<file path="src/rtl/tsync_pkg.sv">
package tsync_pkg;
  typedef enum logic [1:0] {
    TS_OFF     = 2'd0,
    TS_ONE_PIN = 2'd1,
    TS_TWO_PIN = 2'd2,
    TS_RSVD    = 2'd3
  } ts_mode_e;

  localparam int unsigned LINE_W = 11;
  localparam int unsigned NUM_IN = 2;

  typedef struct packed {
    logic hs;
    logic vs;
  } ts_evt_t;
endpackage

</file>
<file path="src/rtl/tsync_rst_sync.sv">
module tsync_rst_sync (
  input  logic clk_i,
  input  logic rst_ni,
  output logic rst_no
);
  logic [1:0] stage_q;
  logic [1:0] stage_d;

  always_comb begin
    stage_d = {stage_q[0], 1'b1};
  end

  always_ff @(posedge clk_i or negedge rst_ni) begin
    if (!rst_ni) stage_q <= 2'b00;
    else         stage_q <= stage_d;
  end

  assign rst_no = stage_q[1];
endmodule

</file>
<file path="src/rtl/tsync_in_sync.sv">
module tsync_in_sync #(
  parameter int unsigned STAGES = 2
) (
  input  logic clk_i,
  input  logic rst_ni,
  input  logic pin_i,
  input  logic pol_i,
  output logic lvl_o
);
  logic [STAGES-1:0] sh_q;
  logic [STAGES-1:0] sh_d;
  logic              norm;

  // active level normalised to high before the metastability chain
  assign norm = pol_i ? pin_i : ~pin_i;

  generate
    if (STAGES == 1) begin : g_one
      always_comb sh_d = norm;
    end else begin : g_many
      always_comb sh_d = {sh_q[STAGES-2:0], norm};
    end
  endgenerate

  always_ff @(posedge clk_i or negedge rst_ni) begin
    if (!rst_ni) sh_q <= '0;
    else         sh_q <= sh_d;
  end

  assign lvl_o = sh_q[STAGES-1];
endmodule

</file>
<file path="src/rtl/tsync_width_meas.sv">
module tsync_width_meas #(
  parameter int unsigned CNT_W = 6
) (
  input  logic             clk_i,
  input  logic             rst_ni,
  input  logic             lvl_i,
  output logic             end_o,
  output logic [CNT_W-1:0] len_o
);
  localparam logic [CNT_W-1:0] CNT_MAX = {CNT_W{1'b1}};

  logic [CNT_W-1:0] cnt_q, cnt_d;
  logic             prev_q, prev_d;

  always_comb begin
    prev_d = lvl_i;
    if (!lvl_i)                cnt_d = '0;
    else if (cnt_q == CNT_MAX) cnt_d = cnt_q;
    else                       cnt_d = cnt_q + 1'b1;
  end

  always_ff @(posedge clk_i or negedge rst_ni) begin
    if (!rst_ni) begin
      cnt_q  <= '0;
      prev_q <= 1'b0;
    end else begin
      cnt_q  <= cnt_d;
      prev_q <= prev_d;
    end
  end

  assign end_o = prev_q & ~lvl_i;
  assign len_o = cnt_q;

  // an inactive sample leaves the width counter cleared
  a_r8_idle_zero: assert property (@(posedge clk_i) disable iff (!rst_ni)
    !lvl_i |=> (cnt_q == '0));
  // active samples grow the measured width by one tick
  a_r10_width_step: assert property (@(posedge clk_i) disable iff (!rst_ni)
    (lvl_i && cnt_q != CNT_MAX) |=> (cnt_q == $past(cnt_q) + 1'b1));
endmodule

</file>
<file path="src/rtl/tsync_line_trig.sv">
module tsync_line_trig
  import tsync_pkg::*;
(
  input  logic              clk_i,
  input  logic              rst_ni,
  input  logic              en_i,
  input  ts_evt_t           evt_i,
  input  logic [LINE_W-1:0] line_i,
  output logic              trig_o
);
  localparam logic [LINE_W-1:0] LINE_MAX = {LINE_W{1'b1}};

  logic [LINE_W-1:0] cnt_q, cnt_d;
  logic              armed_q, armed_d;
  logic              trig_q, trig_d;
  logic              cnt_en;
  logic              hit;

  assign hit    = armed_q & (cnt_q == line_i);
  assign cnt_en = en_i & (evt_i.vs | evt_i.hs);

  always_comb begin
    cnt_d   = cnt_q;
    armed_d = armed_q;
    trig_d  = hit & en_i;
    if (!en_i) begin
      armed_d = 1'b0;
    end else if (evt_i.vs) begin
      cnt_d   = '0;
      armed_d = 1'b1;
    end else begin
      if (hit) armed_d = 1'b0;
      if (evt_i.hs && cnt_q != LINE_MAX) cnt_d = cnt_q + 1'b1;
    end
  end

  always_ff @(posedge clk_i or negedge rst_ni) begin
    if (!rst_ni) cnt_q <= '0;
    else if (cnt_en) cnt_q <= cnt_d;
  end

  always_ff @(posedge clk_i or negedge rst_ni) begin
    if (!rst_ni) begin
      armed_q <= 1'b0;
      trig_q  <= 1'b0;
    end else begin
      armed_q <= armed_d;
      trig_q  <= trig_d;
    end
  end

  assign trig_o = trig_q;

  // the trigger never lasts longer than one cycle
  a_r7_single_cycle: assert property (@(posedge clk_i) disable iff (!rst_ni)
    trig_o |=> !trig_o);
  // vertical sync restarts the line count
  a_r6_vs_restart: assert property (@(posedge clk_i) disable iff (!rst_ni)
    (en_i && evt_i.vs) |=> (cnt_q == '0 && armed_q));
  // horizontal sync advances the line count by one
  a_r6_hs_step: assert property (@(posedge clk_i) disable iff (!rst_ni)
    (en_i && evt_i.hs && !evt_i.vs && cnt_q != LINE_MAX)
      |=> (cnt_q == $past(cnt_q) + 1'b1));
  // a disabled mode keeps the next cycle quiet
  a_r1_off_quiet: assert property (@(posedge clk_i) disable iff (!rst_ni)
    !en_i |=> !trig_o);
endmodule

</file>
<file path="src/rtl/tsync_trigger.sv">
module tsync_trigger
  import tsync_pkg::*;
#(
  parameter int unsigned CNT_W     = 6,
  parameter int unsigned SYNC_STGS = 2
) (
  input  logic              clk_i,
  input  logic              rst_ni,
  input  logic [1:0]        mode_i,
  input  logic [CNT_W-1:0]  hs_min_i,
  input  logic [CNT_W-1:0]  vs_min_i,
  input  logic              pol_a_i,
  input  logic              pol_b_i,
  input  logic [LINE_W-1:0] line_i,
  input  logic              te_a_i,
  input  logic              te_b_i,
  output logic              trig_o
);
  logic                       rst_sync_n;
  logic [NUM_IN-1:0]          pins;
  logic [NUM_IN-1:0]          pols;
  logic [NUM_IN-1:0]          lvl;
  logic [NUM_IN-1:0]          pend;
  logic [NUM_IN-1:0][CNT_W-1:0] plen;
  ts_mode_e                   mode;
  ts_evt_t                    evt;
  logic                       en;

  assign pins = {te_b_i, te_a_i};
  assign pols = {pol_b_i, pol_a_i};
  assign mode = ts_mode_e'(mode_i);

  tsync_rst_sync u_rst (
    .clk_i  (clk_i),
    .rst_ni (rst_ni),
    .rst_no (rst_sync_n)
  );

  generate
    for (genvar gi = 0; gi < NUM_IN; gi++) begin : g_line
      tsync_in_sync #(.STAGES(SYNC_STGS)) u_sync (
        .clk_i  (clk_i),
        .rst_ni (rst_sync_n),
        .pin_i  (pins[gi]),
        .pol_i  (pols[gi]),
        .lvl_o  (lvl[gi])
      );
      tsync_width_meas #(.CNT_W(CNT_W)) u_meas (
        .clk_i  (clk_i),
        .rst_ni (rst_sync_n),
        .lvl_i  (lvl[gi]),
        .end_o  (pend[gi]),
        .len_o  (plen[gi])
      );
    end
  endgenerate

  always_comb begin
    evt = '0;
    en  = 1'b0;
    unique case (mode)
      TS_ONE_PIN: begin
        en = 1'b1;
        if (pend[0]) begin
          if (plen[0] >= vs_min_i)      evt.vs = 1'b1;
          else if (plen[0] >= hs_min_i) evt.hs = 1'b1;
        end
      end
      TS_TWO_PIN: begin
        en     = 1'b1;
        evt.hs = pend[0] && (plen[0] >= hs_min_i);
        evt.vs = pend[1] && (plen[1] >= vs_min_i);
      end
      default: begin
        en = 1'b0;
      end
    endcase
  end

  tsync_line_trig u_trig (
    .clk_i  (clk_i),
    .rst_ni (rst_sync_n),
    .en_i   (en),
    .evt_i  (evt),
    .line_i (line_i),
    .trig_o (trig_o)
  );

  // a sub-threshold pulse on the shared wire produces no event
  a_r4_glitch_drop: assert property (@(posedge clk_i) disable iff (!rst_sync_n)
    (mode == TS_ONE_PIN && pend[0] && plen[0] < hs_min_i && plen[0] < vs_min_i)
      |-> !(evt.hs || evt.vs));
  // line B never yields horizontal sync in two-wire mode
  a_r5_b_is_vs: assert property (@(posedge clk_i) disable iff (!rst_sync_n)
    (mode == TS_TWO_PIN && !pend[0]) |-> !evt.hs);
endmodule

</file>
<file path="config.mk">
export PLATFORM = sky130hd
export DESIGN_NAME = tsync_trigger
export DESIGN_NICKNAME = d
export VERILOG_FILES = /design/src/rtl/tsync_pkg.sv /design/src/rtl/tsync_rst_sync.sv /design/src/rtl/tsync_in_sync.sv /design/src/rtl/tsync_width_meas.sv /design/src/rtl/tsync_line_trig.sv /design/src/rtl/tsync_trigger.sv
export SDC_FILE = /design/constraint.sdc
export NUM_CORES = 1
export LEC_CHECK = 0
export ABC_AREA = 1
export BUFFER_PORTS_ARGS = -buffer_cell sky130_fd_sc_hd__buf_4
export CORE_UTILIZATION = 55
export CTS_CLUSTER_DIAMETER = 100
export CTS_CLUSTER_SIZE = 30
export DETAILED_ROUTE_END_ITERATION = 10
export PLACE_DENSITY_LB_ADDON = 0.1
export SYNTH_ARGS = -nofsm -noshare
export SYNTH_HDL_FRONTEND = slang
export SYNTH_SLANG_ARGS = --single-unit
</file>
<file path="constraint.sdc">
create_clock -name clk_i -period 1.4 [get_ports clk_i]
set_input_delay 0.07 -clock clk_i [delete_from_list [all_inputs] [get_ports clk_i]]
set_output_delay 0.07 -clock clk_i [all_outputs]
set_load 0.02 [all_outputs]
</file>
==> metrics.md <==
| Metric | Value |
|---|---|
| Synth Area per Inst | 7.58 um2 |
| Setup_tns | -4.59 ns |
| Placed insts | 415 |
| CP Capture Type | register |
| Area of the core | 4060 um2 |
| Commonest non-fill, non-tap cells in the layout | nand2_1 (74), buf_4 (59), inv_1 (50) |
| WS Path Type | register to register |
| FF+latch count, synth | 33 |
| Worst r2r src | g_line[0].u_meas.len_o[3] |
| Placer's final routability congestion estimate | 0.872 |
| DP Worst Slack | -0.294 ns |
| CTS tree | built |
| Cell Count, Final, Fillers Out | 436 |
| Peak supply drop | 0.810 mV |
| Crit share post-route | 131% |
| Pin count of the biggest net entering global routing | 32 |
| Port bufs | 31 |
| Critical path peak fanout | 6 |
| Vias | around 2400 |
| Fillers | approximately 260 |
| Initial Utilization | 58.1% |
| Failing checks | setup timing |
| Chip Height | just under 70 um |
| Unrepaired setup endpoints after global routing | yes |
| Antenna diodes | 0 |
| Crit-path most repeated cell | nand2_1 |
| Startpoint type of the worst setup path | register |
| Share of cells above drive strength 1 | 35.2% |
| Tmin final | around 1.8 ns |
| FP Rows | 23 |
| Clock tree root driver cell | clkbuf_8 |
| Nets | 439 |
| FF-to-FF path depth | 11 |
| Post-layout util | 82.9% |
| GRT Overall Usage | 26.5% |
| Worst endpoint required time | 1.63 ns |
| Worst R2R Setup Slack | -0.43 ns |
| Setup violators final | 14 |
| Full die area | 4550 um2 |
| Clock sink count | 33 |
| Delay-heaviest family, CP | simple AND/OR/NAND/NOR gates |
| Max cap viols | 0 |
| Antenna violations before repair | 0 |
| Post-synthesis cell count | 311 |
| Met2 wire len | about 3.3 mm |
| First-pass DRT Iterations | 6 |
| Routed Antenna Nets | 0 |
| CP max stage cell | dfrtp_1 |
| Mapped cell area | 2360 um2 |
| CTS buffer count | 5 |
| Ys Warns | 0 |
| Worst Clk Skew | 0.00623 ns |
| Worst-path cell chain | ha_4 > nand2_1 > nand2_1 > a21oi_2 > nand2_1 > nand2_1 > nand2_2 > nand2_4 > buf_12 > nand3_1 > nand2_1 |
| Worst r2r dst | u_trig.cnt_q[0] |
| LEAKAGE | 0.00174 uW |
| Endpoints failing hold | 0 |
| Power Total | 2550 uW |
| Post-Syn Nets | 365 |
| Clk_lat worst skew | ~0.30 ns |
| Vias per cell | 5.40 |
| Commonest non-fill, non-tap cell in the layout | nand2_1 |
| Status | complete, but fails checks |
| Drt initial violations | 188 |
| Sequential element share of the synthesized area | 35.0% |
| Final HPWL from detailed placement | slightly below 4 mm |
| # DRC | 0 |
| Power Dens Cells | 757 nW/um2 |
| Setup ws final | -0.434 ns |
| Peak Freq | 0.545 GHz |
| Area grow syn2layout | 42.6% |
| Crit-path max cell delay | 0.46 ns |
| Vias in the first global route | 2038 |
| H-tree levels | 2 |
| Synth cell types | 29 |
| CP bufs+invs | 1 |
| DRT met1 WL | 2.65 mm |
| Met3 routed WL | 460 um |
| First-pass GRT wire length | 8.71 mm |
| Clock Pin Slew Worst Setup and Hold Paths | roughly 0.07 ns |
| I/O pin count | 32 |
| Deepest clock path buffer count | 2 |
| Total Wirelength | 6.64 mm |
| Die Width | ~67 um |
| Hold crit path type | input port to asynchronous set/reset pin |
| Max Slew Vio Count | 0 |
| Max layer used | met4 |
| Grt total ovfl | 0 |
| WP data arrival | 2.07 ns |
| DR WL/cell | 15.2 um |
==> state kept, by name, indices dropped and copies added (netlist names) <==
register              cells
g_line.u_meas.len_o      12
g_line.u_meas.prev_q      2
g_line.u_sync.sh_q        4
u_rst.stage_q             2
u_trig.armed_q            1
u_trig.cnt_q             11
u_trig.trig_o             1
==> logic make-up (layout without fill, tap and decap cells) <==
kind of cell	Yosys count	after routing	synth area share, %
AOI/OAI and AO/OA	27	27	7.22
other	1	1	0.159
adders and majority gates	23	23	12.2
and+or+nand+nor	150	150	29.2
buffers and inverters	63	138	11.0
DFF	33	33	35.0
xor gates and xnor gates	14	14	5.20
==> cell type report <==
class	count	area, um2	area share (%)
inverters	59	221	6.58
flip-flops and latches	33	828	24.6
repair buffers	71	647	19.2
clock buffers	6	82.6	2.46
well taps	50	62.6	1.86
clock inverters	2	37.5	1.12
multi-input cells	215	1480	44.1
==> how the worst max path moves through the flow <==
| stage | from | to | slack [ns] | cells after the start |
|---|---|---|---|---|
| final | g_line[0].u_meas.len_o[3] | u_trig.cnt_q[0] | -0.43 | 11 |
| after global routing | g_line[0].u_meas.len_o[5] | u_trig.cnt_q[0] | -0.49 | 11 |
| after CTS | g_line[0].u_meas.len_o[5] | u_trig.cnt_q[0] | -0.31 | 9 |
| after detailed placement | g_line[0].u_meas.len_o[0] | u_trig.cnt_q[0] | -0.29 | 12 |
| after global placement | g_line[0].u_meas.len_o[4] | u_trig.cnt_q[0] | -0.21 | 9 |
| after floorplan | g_line[0].u_meas.len_o[4] | u_trig.cnt_q[3] | -0.14 | 9 |
==> report_power, final <==
part	leakage, uW	internal, uW	switching (uW)
registers	0.000434	1010	39.9
clock network	0.0000574	579	383
logic	0.00125	263	274
total	0.00174	1850	697
==> synthesized netlist by cell type <==
library cell / n / area share (%)
nand2_2: 5 / 1.3
o21ai_0: 9 / 1.9
a31oi_1: 2 / 0.53
inv_1: 54 / 8.6
xor2_1: 9 / 3.3
nor2_2: 1 / 0.27
nand3_2: 9 / 3.8
buf_4: 2 / 0.64
xnor2_1: 5 / 1.9
buf_6: 2 / 0.95
a22oi_1: 1 / 0.32
o2111ai_1: 1 / 0.37
a211oi_1: 1 / 0.32
ha_1: 23 / 12
dfrtp_1: 33 / 35
nand2_1: 82 / 13
nand4_1: 1 / 0.27
conb_1: 1 / 0.16
inv_2: 5 / 0.80
a21oi_1: 6 / 1.3
o211ai_1: 1 / 0.32
nor2_1: 20 / 3.2
o21ai_1: 1 / 0.21
nor3_1: 2 / 0.42
a21oi_4: 1 / 0.69
nor2_4: 2 / 0.95
a21oi_2: 2 / 0.74
o22ai_1: 2 / 0.53
nand3_1: 28 / 5.9
==> per-layer routing <==
layer / up-vias / GRT usage (%)
li1: 1129 / -
met1: 1081 / 32.8
met2: 106 / 44.4
met3: 37 / 6.76
met4: 0 / 8.78
met5: - / 0
==> through the flow <==
step	instance area, um2	hold slack [ns]
6_report	3360	0.0934
5_1_grt	3360	0.0973
2_1_floorplan	2380	-0.226
3_5_place_dp	2860	-0.147
3_3_place_gp	2860	-0.148
4_1_cts	3080	0.0743
==> repair_timing <==
action / in CTS / in global routing
pin swaps: 1 / 13
endpoints found under the hold margin: 4 / 0
gates cloned: 1 / 3
endpoints found under the setup margin: 17 / 21
setup buffers: 0 / 4
hold buffers: 5 / 0
resized for setup: 6 / 38
No activity file was read; power rests on OpenSTA's default activity.
